<file path="src/rtl/irq_flag_pkg.sv">
// Package: shared sizes and flag bit positions for the interrupt flag controller.
// Assumes eight sources: three timers, four pins, one tone detector.
package irq_flag_pkg;
    localparam int NUM_SRC     = 8;
    localparam int NUM_TMR     = 3;
    localparam int NUM_PIN     = 4;
    localparam int NUM_ASYNC   = NUM_PIN + 1;
    localparam int SYNC_STAGES = 2;

    localparam int FLAG_TONE   = 6;
    localparam int ASYNC_TONE  = NUM_PIN;

    // Map an external pin index to its flag bit position.
    function automatic int pin_flag_idx(input int k);
        case (k)
            0:       return 3;
            1:       return 4;
            2:       return 5;
            default: return 7;
        endcase
    endfunction
endpackage

</file>
<file path="src/rtl/irq_sync.sv">
// Module: multi-bit synchronizer chain for asynchronous levels.
// Assumes each bit is an independent slow level; no bus coherence is implied.
module irq_sync #(
    parameter int   WIDTH   = 5,
    parameter int   STAGES  = 2,
    parameter logic RST_VAL = 1'b1
) (
    input  logic             clk,
    input  logic             rst_n,
    input  logic [WIDTH-1:0] din,
    output logic [WIDTH-1:0] dout
);
    logic [STAGES-1:0][WIDTH-1:0] pipe;

    // Shift the asynchronous inputs through the flop chain.
    always_ff @(posedge clk) begin
        if (!rst_n) begin
            pipe <= {STAGES{{WIDTH{RST_VAL}}}};
        end else begin
            pipe[0] <= din;
            for (int i = 1; i < STAGES; i++) begin
                pipe[i] <= pipe[i-1];
            end
        end
    end

    assign dout = pipe[STAGES-1];
endmodule

</file>
<file path="src/rtl/irq_edge_det.sv">
// Module: single-source edge detector with run-time edge enables.
// Assumes lvl_i is already synchronous; comparison is always against the
// previous level, so changing the enables alone never produces a hit.
module irq_edge_det #(
    parameter logic RST_VAL = 1'b1
) (
    input  logic clk,
    input  logic rst_n,
    input  logic lvl_i,
    input  logic rise_en_i,
    input  logic fall_en_i,
    output logic hit_o
);
    logic prev_q;

    // Remember the synchronized level from the previous cycle.
    always_ff @(posedge clk) begin
        if (!rst_n) prev_q <= RST_VAL;
        else        prev_q <= lvl_i;
    end

    // Flag a qualifying transition in the current cycle.
    always_comb begin
        hit_o = (rise_en_i &  lvl_i & ~prev_q) |
                (fall_en_i & ~lvl_i &  prev_q);
    end
endmodule

</file>
<file path="src/rtl/irq_flag_bank.sv">
// Module: sticky pending-flag register with write-zero-to-clear.
// Assumes set events have priority over a clearing write in the same cycle.
module irq_flag_bank #(
    parameter int WIDTH = 8
) (
    input  logic             clk,
    input  logic             rst_n,
    input  logic [WIDTH-1:0] set_i,
    input  logic             wr_i,
    input  logic [WIDTH-1:0] wdata_i,
    output logic [WIDTH-1:0] flag_o
);
    logic [WIDTH-1:0] clr_mask;

    // Bits written with 0 are the ones to clear.
    always_comb begin
        clr_mask = wr_i ? ~wdata_i : '0;
    end

    // Update flags: clear first, then let set events win.
    always_ff @(posedge clk) begin
        if (!rst_n) flag_o <= '0;
        else        flag_o <= (flag_o & ~clr_mask) | set_i;
    end
endmodule

</file>
<file path="src/rtl/irq_flag_ctrl.sv">
// Module: top of the interrupt flag controller.
// Synchronizes pins and tone input, detects the configured edges, keeps the
// sticky flags and the mask, and forms the single interrupt request.
// Assumes timer pulses are synchronous to clk and one cycle wide.
module irq_flag_ctrl
    import irq_flag_pkg::*;
(
    input  logic               clk,
    input  logic               rst_n,
    input  logic [NUM_TMR-1:0] tmr_ovf_i,
    input  logic [NUM_PIN-1:0] ext_pin_i,
    input  logic               tone_i,
    input  logic               int0_rise_sel_i,
    input  logic               tone_both_sel_i,
    input  logic               flag_wr_i,
    input  logic [NUM_SRC-1:0] flag_wdata_i,
    input  logic               mask_wr_i,
    input  logic [NUM_SRC-1:0] mask_wdata_i,
    output logic [NUM_SRC-1:0] flag_o,
    output logic [NUM_SRC-1:0] mask_o,
    output logic               irq_o
);
    logic [NUM_ASYNC-1:0] async_lvl;
    logic [NUM_ASYNC-1:0] edge_hit;
    logic [NUM_SRC-1:0]   set_vec;

    irq_sync #(
        .WIDTH  (NUM_ASYNC),
        .STAGES (SYNC_STAGES),
        .RST_VAL(1'b1)
    ) u_sync (
        .clk  (clk),
        .rst_n(rst_n),
        .din  ({tone_i, ext_pin_i}),
        .dout (async_lvl)
    );

    // One edge detector per asynchronous source, with its own policy.
    for (genvar k = 0; k < NUM_ASYNC; k++) begin : g_edge
        logic rise_en;
        logic fall_en;
        if (k == 0) begin : g_sel_pin
            assign rise_en =  int0_rise_sel_i;
            assign fall_en = ~int0_rise_sel_i;
        end else if (k == ASYNC_TONE) begin : g_tone
            assign rise_en = tone_both_sel_i;
            assign fall_en = 1'b1;
        end else begin : g_fall_pin
            assign rise_en = 1'b0;
            assign fall_en = 1'b1;
        end
        irq_edge_det #(.RST_VAL(1'b1)) u_det (
            .clk      (clk),
            .rst_n    (rst_n),
            .lvl_i    (async_lvl[k]),
            .rise_en_i(rise_en),
            .fall_en_i(fall_en),
            .hit_o    (edge_hit[k])
        );
    end

    // Route timer pulses and edge hits to their flag positions.
    always_comb begin
        set_vec = '0;
        set_vec[NUM_TMR-1:0] = tmr_ovf_i;
        for (int k = 0; k < NUM_PIN; k++) begin
            set_vec[pin_flag_idx(k)] = edge_hit[k];
        end
        set_vec[FLAG_TONE] = edge_hit[ASYNC_TONE];
    end

    irq_flag_bank #(.WIDTH(NUM_SRC)) u_flags (
        .clk    (clk),
        .rst_n  (rst_n),
        .set_i  (set_vec),
        .wr_i   (flag_wr_i),
        .wdata_i(flag_wdata_i),
        .flag_o (flag_o)
    );

    // Hold the mask byte written by software.
    always_ff @(posedge clk) begin
        if (!rst_n)         mask_o <= '0;
        else if (mask_wr_i) mask_o <= mask_wdata_i;
    end

    // Raise the request while any unmasked flag is pending.
    always_comb begin
        irq_o = |(flag_o & mask_o);
    end
endmodule

</file>
<file path="config.mk">
export PLATFORM = sky130hd
export DESIGN_NAME = irq_flag_ctrl
export DESIGN_NICKNAME = d
export VERILOG_FILES = /design/src/rtl/irq_flag_pkg.sv /design/src/rtl/irq_sync.sv /design/src/rtl/irq_edge_det.sv /design/src/rtl/irq_flag_bank.sv /design/src/rtl/irq_flag_ctrl.sv
export SDC_FILE = /design/constraint.sdc
export NUM_CORES = 1
export LEC_CHECK = 0
export BUFFER_PORTS_ARGS = -buffer_cell sky130_fd_sc_hd__buf_2
export CORE_ASPECT_RATIO = 0.75
export CORE_MARGIN = 2
export CORE_UTILIZATION = 48
export CTS_BUF_LIST = sky130_fd_sc_hd__clkbuf_4 sky130_fd_sc_hd__clkbuf_8
export CTS_CLUSTER_DIAMETER = 150
export CTS_CLUSTER_SIZE = 24
export DETAILED_ROUTE_END_ITERATION = 8
export PLACE_DENSITY = 0.81
export REMOVE_ABC_BUFFERS = 1
export SLEW_MARGIN = 5
export SYNTH_ARGS = -nofsm -noshare
export SYNTH_HDL_FRONTEND = slang
export SYNTH_SLANG_ARGS = --single-unit
</file>
<file path="constraint.sdc">
create_clock -name clk -period 0.8 [get_ports clk]
set_input_delay 0.08 -clock clk [delete_from_list [all_inputs] [get_ports clk]]
set_output_delay 0.08 -clock clk [all_outputs]
set_load 0.005 [all_outputs]
</file>
==> flow_summary.toml, run 1 <==
[hold_path]
hold_class = "primary input to register"
holdPathStages = 3

[layout]
num_antenna_cells = 0
syn2layout_area_growth_pct = 60.3
final_core_util = 0.838
drive_above_1_share = 0.526
stdcell_count = 197
nets = 203

[detailed_routing]
vias_per_cell = 4.85
ant_nets = 0
drc = 5
first_pass_iters = 6
wl_um = 2540
vias = 955
drt_iter0_drc = 44
wire_per_inst_um = 12.9

[place]
place_hpwl_um = 1670
dp.cells = 174
gp_congestion = 0.798
portBuffers = 46

[logic_synthesis]
ys_warn_count = 0
yosysSeqAreaShare = 0.574
synth.distinct_cells = 18
postSynthAreaPerCell_um2 = 11.0
syn_area_mm2 = 0.00108
syn-instance-count = 98
synth_seq_cells = 31

[timing]
hold_ws_ns = 0.0239
slew_violations = 0
finalHoldViolCount = 0
setup_violations = 20
maxSlewHeadroom = 0.821
layout_setup_ws_ns = -0.380
tns_ns = -2.60
fmax_mhz = 847
fin_crit_sh = 1.48
rsz0062_at_grt = "yes"
post-route-min-period_ns = 1.18
fin_worst_skew_ns = 0.00542
worstMarginPinSlew_ns = 0.269

[cts]
cts_buffer_depth = 2
cts_buffers = 5
cts-htree-levels = 2
cts.sinks = 31
cts-root-buf = "clkbuf_4"
clkLatencyLatePin_ns = 0.32
cts_tree = "done"
clkTransAtPathRegs_ns = 0.09

[pwr]
leakagePower_nw = 0.806
ir_drop_mv = 1.16
p_total_mw = 3.02
powerDensity_mw_per_mm2 = 1750

[status]
violations = "DRC, setup timing"
status = "complete, but fails checks"

[grt]
grt_pass1_wl_um = 3940
antenna_found_initial = 0
overflow = 0
grt_max_degree = 14
grt_pass1_vias = 956
grt_use_total = 0.206

[die]
die_y_um = 45.1
die_area_mm2 = 0.00265
num_io_pins = 47
placeableCoreArea_mm2 = 0.00207
core.rowCount = 14
initial_core_util = 0.523
die_w_um = 58.8

[setup_path]
worstSetupPathType = "register to output port"
cp.required_ns = 0.72
reg2regPathDepth = 4
ff2ff_setup_slack_ns = -0.07
start_kind = "register"
critPathMaxFanout = 2
end_kind = "output port"
cp.arrival_ns = 1.10

[run]
drv_cap = 0
-- cells in the mapped netlist (all sizes together) --
library cell,n,area share
or2b,2,0.014
nand2,1,0.0035
nand2b,16,0.093
a21boi,6,0.045
clkbuf,1,0.0046
nor2b,8,0.046
dfxtp,31,0.57
o211ai,3,0.021
nand4b,1,0.0081
inv,5,0.017
o21ai,6,0.028
mux2i,8,0.074
buf,3,0.024
a22oi,4,0.028
o311ai,1,0.0081
nand4,2,0.012
-- metrics by stage --
stage | setup slack (ns) | area (um2)
floorplan | 0.121 | 1050
finish | -0.380 | 1730
detailed placement | -0.0172 | 1390
global placement | -0.0114 | 1390
global route | -0.425 | 1730
CTS | -0.357 | 1680
-- worst paths after layout --
check / startpoint / endpoint
worst min register to register: u_sync.pipe[4]$_SDFF_PN1_ / u_sync.dout[4]$_SDFF_PN1_
worst min-delay path: mask_wdata_i[4] / mask_o[4]$_SDFFE_PN0P_
worst max-delay path: u_flags.flag_o[4]$_SDFF_PN0_ / irq_o
worst max register to register: u_flags.flag_o[3]$_SDFF_PN0_ / u_flags.flag_o[3]$_SDFF_PN0_
-- registers in the layout, indices dropped and copies added, names as in the netlist --
register / flops
mask_o: 8
u_flags.flag_o: 8
u_sync.dout: 5
g_edge.u_det.prev_q: 5
u_sync.pipe: 5
-- logic make-up after synthesis --
family / Yosys count / share of synthesized area
mux: 8 / 0.0741
compound gates: 20 / 0.130
buf+inv: 9 / 0.0463
simple gates: 30 / 0.176
flops: 31 / 0.574
-- cell usage in the layout (no fill, tap or decap), types with 2 or more instances in the layout --
| cell | n |
|---|---|
| a21boi_1 | 5 |
| a22oi_2 | 3 |
| buf_2 | 36 |
| buf_4 | 5 |
| buf_6 | 21 |
| clkbuf_4 | 5 |
| dfxtp_1 | 15 |
| dfxtp_2 | 16 |
| dlygate4sd3_1 | 10 |
| inv_1 | 5 |
| mux2i_1 | 7 |
| nand2b_1 | 16 |
| nand4_1 | 2 |
| nor2b_1 | 8 |
| o211ai_1 | 3 |
| o21ai_0 | 5 |
| or2b_1 | 2 |
-- final cells by class --
cell class / count / area, um2
clock inverters: 1 / 5.00
fillers: 118 / 334
inverters: 5 / 18.8
multi-input cells: 58 / 433
repair buffers: 72 / 554
clock buffers: 6 / 51.3
well taps: 24 / 30.0
flip-flops and latches: 31 / 641
-- report_power, final --
group,switching (mW),internal [mW]
clock,0.478,0.406
sequential,0.0485,1.63
combinational,0.164,0.298
-- worst max-delay path, stage by stage, from the launching register on --
cell	delay, ns
dfxtp_2	0.34
a22oi_2	0.19
nand4_1	0.11
buf_2	0.14
-- layer usage --
metal	vias to the layer above	GRT usage	routed length, um
met2	40	0.353	1230
met1	430	0.231	1080
met4	0	0.0773	48
met5	-	0	0
met3	6	0.0888	180
li1	479	-	-
-- what timing repair did --
item / 4_1_cts / 5_1_grt
setup buffers: 2 / 8
pin swaps: 2 / 2
setup endpoints to repair: 17 / 23
hold endpoints to repair: 9 / 0
gates cloned: 0 / 0
resized for setup: 36 / 11
hold buffers: 10 / 0
(Power assumes the default switching activity.)
==> run 2: changes to the inputs <==
Settings changed: CORE_UTILIZATION 48 to 45, CTS_BUF_LIST sky130_fd_sc_hd__clkbuf_4 sky130_fd_sc_hd__clkbuf_8 to unset, PLACE_DENSITY 0.81 to 0.76.
==> flow_summary.toml, run 2 (synthesis gave the netlist of run 1 again) <==
[timing]
post-route-min-period_ns = 1.29
fmax_mhz = 775
slew_violations = 0
rsz0062_at_grt = "yes"
finalHoldViolCount = 0
layout_setup_ws_ns = -0.490
fin_crit_sh = 1.61
worstMarginPinSlew_ns = 0.275
maxSlewHeadroom = 0.817
fin_worst_skew_ns = 0.0122
setup_violations = 23

[pwr]
leakagePower_nw = 0.828
powerDensity_mw_per_mm2 = 1780
ir_drop_mv = 1.42

[cts]
clkLatencyLatePin_ns = 0.33
cts-htree-levels = 2
clkTransAtPathRegs_ns = 0.10
cts_buffer_depth = 2
cts_buffers = 5
cts-root-buf = "clkbuf_4"
cts_tree = "done"
cts.sinks = 31

[status]
violations = "setup timing"
status = "complete, but fails checks"

[run]
drv_cap = 0

[layout]
nets = 205
top_regs = "mask_o x8, u_flags.flag_o x8"
drive_above_1_share = 0.534
layout_common_cells = "34 x buf_2, 26 x buf_6, 16 x nand2b_1, 16 x dfxtp_2, 15 x dfxtp_1"
syn2layout_area_growth_pct = 67.8
final_cell_area_mm2 = 0.00181
final_core_util = 0.792
num_antenna_cells = 0
fillerInstances = 148
final_common_cell = "buf_2"

[die]
die_y_um = 46.4
placeableCoreArea_mm2 = 0.00229
initial_core_util = 0.472
core.rowCount = 15
die_area_mm2 = 0.00281
num_io_pins = 47
die_w_um = 60.6

[detailed_routing]
drc = 0
drt_iter0_drc = 33
ant_nets = 0
vias_per_cell = 4.62
wire_per_inst_um = 13.8
vias = 971
wl_um = 2890
first_pass_iters = 4

[grt]
grt_pass1_wl_um = 4310
grt_use_total = 0.230
grt_max_degree = 14
antenna_found_initial = 0
overflow = 0
grt_pass1_vias = 981

[setup_path]
end_kind = "output port"
cp.arrival_ns = 1.21
critPathMaxFanout = 2
cp.required_ns = 0.72
start_kind = "register"
worstSetupPathType = "register to output port"

[hold_path]
hold_class = "primary input to register"

[place]
portBuffers = 46
placed_area_mm2 = 0.00142
gp_congestion = 0.680
place_hpwl_um = 1790
[run 2: timing repair]
action / CTS / global route
hold buffers: 10 / 0
setup buffers: 4 / 6
cloned: 0 / 0
gates resized for setup: 39 / 12
hold endpoints to repair: 9 / 0
pin swaps: 3 / 3
endpoints found under the setup margin: 17 / 26
[run 2: final cells by class]
cell class                      count  area, um2  share of cell area
Clock buffer                        8       68.8              0.0379
Inverter                            5       18.8              0.0103
Multi-Input combinational cell     58        438               0.241
Timing Repair Buffer               74        606               0.334
Sequential cell                    31        641               0.353
Tap cell                           34       42.5              0.0234
[run 2: worst max-delay path, stage by stage, from the launching register on]
cell,delay (ns)
dfxtp_2,0.35
a22oi_2,0.24
nand4_1,0.14
buf_2,0.15
[run 2: report_power, final]
part / leakage (nW) / total [mW] / internal (mW) / switching, mW
Sequential: 0.262 / 1.68 / 1.63 / 0.0526
Clock: 0.0386 / 1.04 / 0.517 / 0.523
Combinational: 0.527 / 0.501 / 0.326 / 0.175
Total: 0.828 / 3.22 / 2.47 / 0.751
[run 2: path summary, 6_finish.rpt]
check / from / endpoint / slack, ns / depth (start not counted)
worst max-delay path: mask_o[4]$_SDFFE_PN0P_ / irq_o / -0.49 / 3
worst min-delay path: mask_wdata_i[6] / mask_o[6]$_SDFFE_PN0P_ / 0.004 / 3
worst max register to register: u_flags.flag_o[3]$_SDFF_PN0_ / u_flags.flag_o[3]$_SDFF_PN0_ / -0.07 / 4
worst min register to register: u_sync.pipe[3]$_SDFF_PN1_ / u_sync.dout[3]$_SDFF_PN1_ / 0.41 / 1
[run 2: metrics by stage]
step           TNS [ns]  hold WS, ns  std cells  power, mW  worst slack (ns)
2_1_floorplan         0        0.153         94       1.80             0.121
6_report          -3.29      0.00368        210       3.22            -0.490
3_3_place_gp    -0.0156        0.259        185       2.02           -0.0156
4_1_cts           -2.90      0.00283        207       3.17            -0.368
3_5_place_dp    -0.0268        0.265        185       2.03           -0.0268
5_1_grt           -4.21       0.0288        210       3.35            -0.541
[run 2: layer usage]
| layer | GRT usage | wire length, um | vias to the layer above | share of wire |
|---|---|---|---|---|
| met5 | 0 | 0 | - | 0 |
| met4 | 0.117 | 121 | 0 | 0.042 |
| met3 | 0.104 | 229 | 12 | 0.079 |
| met2 | 0.400 | 1400 | 44 | 0.48 |
| met1 | 0.234 | 1150 | 431 | 0.40 |
| li1 | - | - | 484 | - |
==> run 3: changes to the inputs <==
Settings changed: SETUP_SLACK_MARGIN set to 0.15.
==> flow_summary.toml, run 3 (synthesis gave the netlist of run 1 again) <==
[status]
status = "complete, but fails checks"
violations = "hold timing, setup timing"

[layout]
layout_common_cells = "34 x buf_2, 26 x buf_6, 18 x dfxtp_2, 14 x nand2b_1, 13 x dfxtp_1"
final_common_cell = "buf_2"
num_antenna_cells = 0
regArea_um2 = 643
top_regs = "mask_o x8, u_flags.flag_o x8"
syn2layout_area_growth_pct = 67.7
multi_input_area_um2 = 457
final_core_util = 0.792
nets = 203
fillerInstances = 143
drive_above_1_share = 0.575

[grt]
antenna_found_initial = 0
overflow = 0
grt_use_total = 0.233
grt_pass1_wl_um = 4350
grt_max_degree = 14
grt_pass1_vias = 968

[die]
placeableCoreArea_mm2 = 0.00229
die_area_mm2 = 0.00281
die_y_um = 46.4
num_io_pins = 47
initial_core_util = 0.472
die_w_um = 60.6
core.rowCount = 15

[cts]
cts_tree = "done"
cts-htree-levels = 2
cts.sinks = 31
cts_hold_buf = 7
clkTransAtPathRegs_ns = 0.10
cts_buffer_depth = 2
cts-root-buf = "clkbuf_4"
clkLatencyLatePin_ns = 0.32
cts_buffers = 5

[setup_path]
worstSetupPathType = "register to output port"
cp.arrival_ns = 1.15
start_kind = "register"
critPathMaxFanout = 2
end_kind = "output port"
cp.required_ns = 0.72

[pwr]
p_total_mw = 3.22
ir_drop_mv = 1.40
leakagePower_nw = 0.840
powerDensity_mw_per_mm2 = 1780

[place]
place_hpwl_um = 1790
portBuffers = 46
gp_congestion = 0.680
pre_cts_ws_ns = -0.0268

[timing]
maxSlewHeadroom = 0.784
post-route-min-period_ns = 1.23
hold_ws_ns = -0.0498
rsz0062_at_grt = "yes"
finalHoldViolCount = 2
fin_crit_sh = 1.54
setup_violations = 23
slew_violations = 0
layout_setup_ws_ns = -0.431
fmax_mhz = 812
worstMarginPinSlew_ns = 0.323
fin_worst_skew_ns = 0.0121

[detailed_routing]
wl_met2_um = 1590
wl_um = 3060
top_layer_used = "met4"
wl_met1_um = 1220
first_pass_iters = 4
vias_per_cell = 4.76
ant_nets = 0
wl_met3_um = 181
drc = 0
wire_per_inst_um = 14.7
vias = 991
drt_iter0_drc = 31

[hold_path]
hold_class = "primary input to register"

[run]
drv_cap = 0
-- run 3: cell types whose count changed in the layout (fill, tap and decap cells not counted) --
cell and delta:
o21ai_0 -4, buf_4 +1, dlygate4sd3_1 -3, o21ai_2 +1, o21ai_1 +3, dfxtp_2 +2
nand2b_1 -2, nand2b_4 +2, dfxtp_1 -2
-- run 3: routing by layer --
layer  GRT usage  vias to the layer above
li1            -                      480
met1       0.236                      463
met2       0.404                       40
met3       0.110                        8
met4       0.117                        0
met5           0                        -
-- run 3: critical path, stage by stage, from the launching register on --
cell and delay (ns):
dfxtp_2 0.34, a22oi_2 0.20, nand4_1 0.13, buf_2 0.16
-- run 3: worst paths after layout --
path | slack, ns | depth (start not counted) | start | to
worst max-delay path | -0.43 | 3 | u_flags.flag_o[4]$_SDFF_PN0_ | irq_o
worst min-delay path | -0.05 | 2 | ext_pin_i[0] | u_sync.pipe[0]$_SDFF_PN1_
worst max register to register | -0.10 | 4 | u_flags.flag_o[1]$_SDFF_PN0_ | u_flags.flag_o[1]$_SDFF_PN0_
worst min register to register | 0.42 | 1 | u_sync.pipe[4]$_SDFF_PN1_ | u_sync.dout[4]$_SDFF_PN1_
-- run 3: repair_timing --
| action | CTS | global route |
|---|---|---|
| setup endpoints to repair | 27 | 33 |
| endpoints found under the hold margin | 9 | 2 |
| cloned | 0 | 0 |
| pin swaps | 7 | 9 |
| gates resized for setup | 41 | 17 |
| buffers inserted | 4 | 4 |
-- run 3: final cells by class --
class	count	share of cell area
inverter	5	0.0104
tap	34	0.0235
sequential	31	0.355
multi-input combinational	58	0.252
clock buffer	8	0.0380
timing repair buffer	72	0.322
-- run 3: metrics by stage --
step,cell area [um2],TNS (ns),instances
global placement,1420,-0.0156,185
floorplan,1050,0,94
global route,1810,-4.06,208
detailed placement,1420,-0.0268,185
finish,1810,-3.29,208
CTS,1730,-2.88,204
-- run 3: power breakdown --
group,internal [mW],total (mW),switching [mW]
registers,1.63,1.68,0.0544
logic,0.325,0.510,0.185
clock network,0.517,1.03,0.510
total,2.47,3.22,0.749
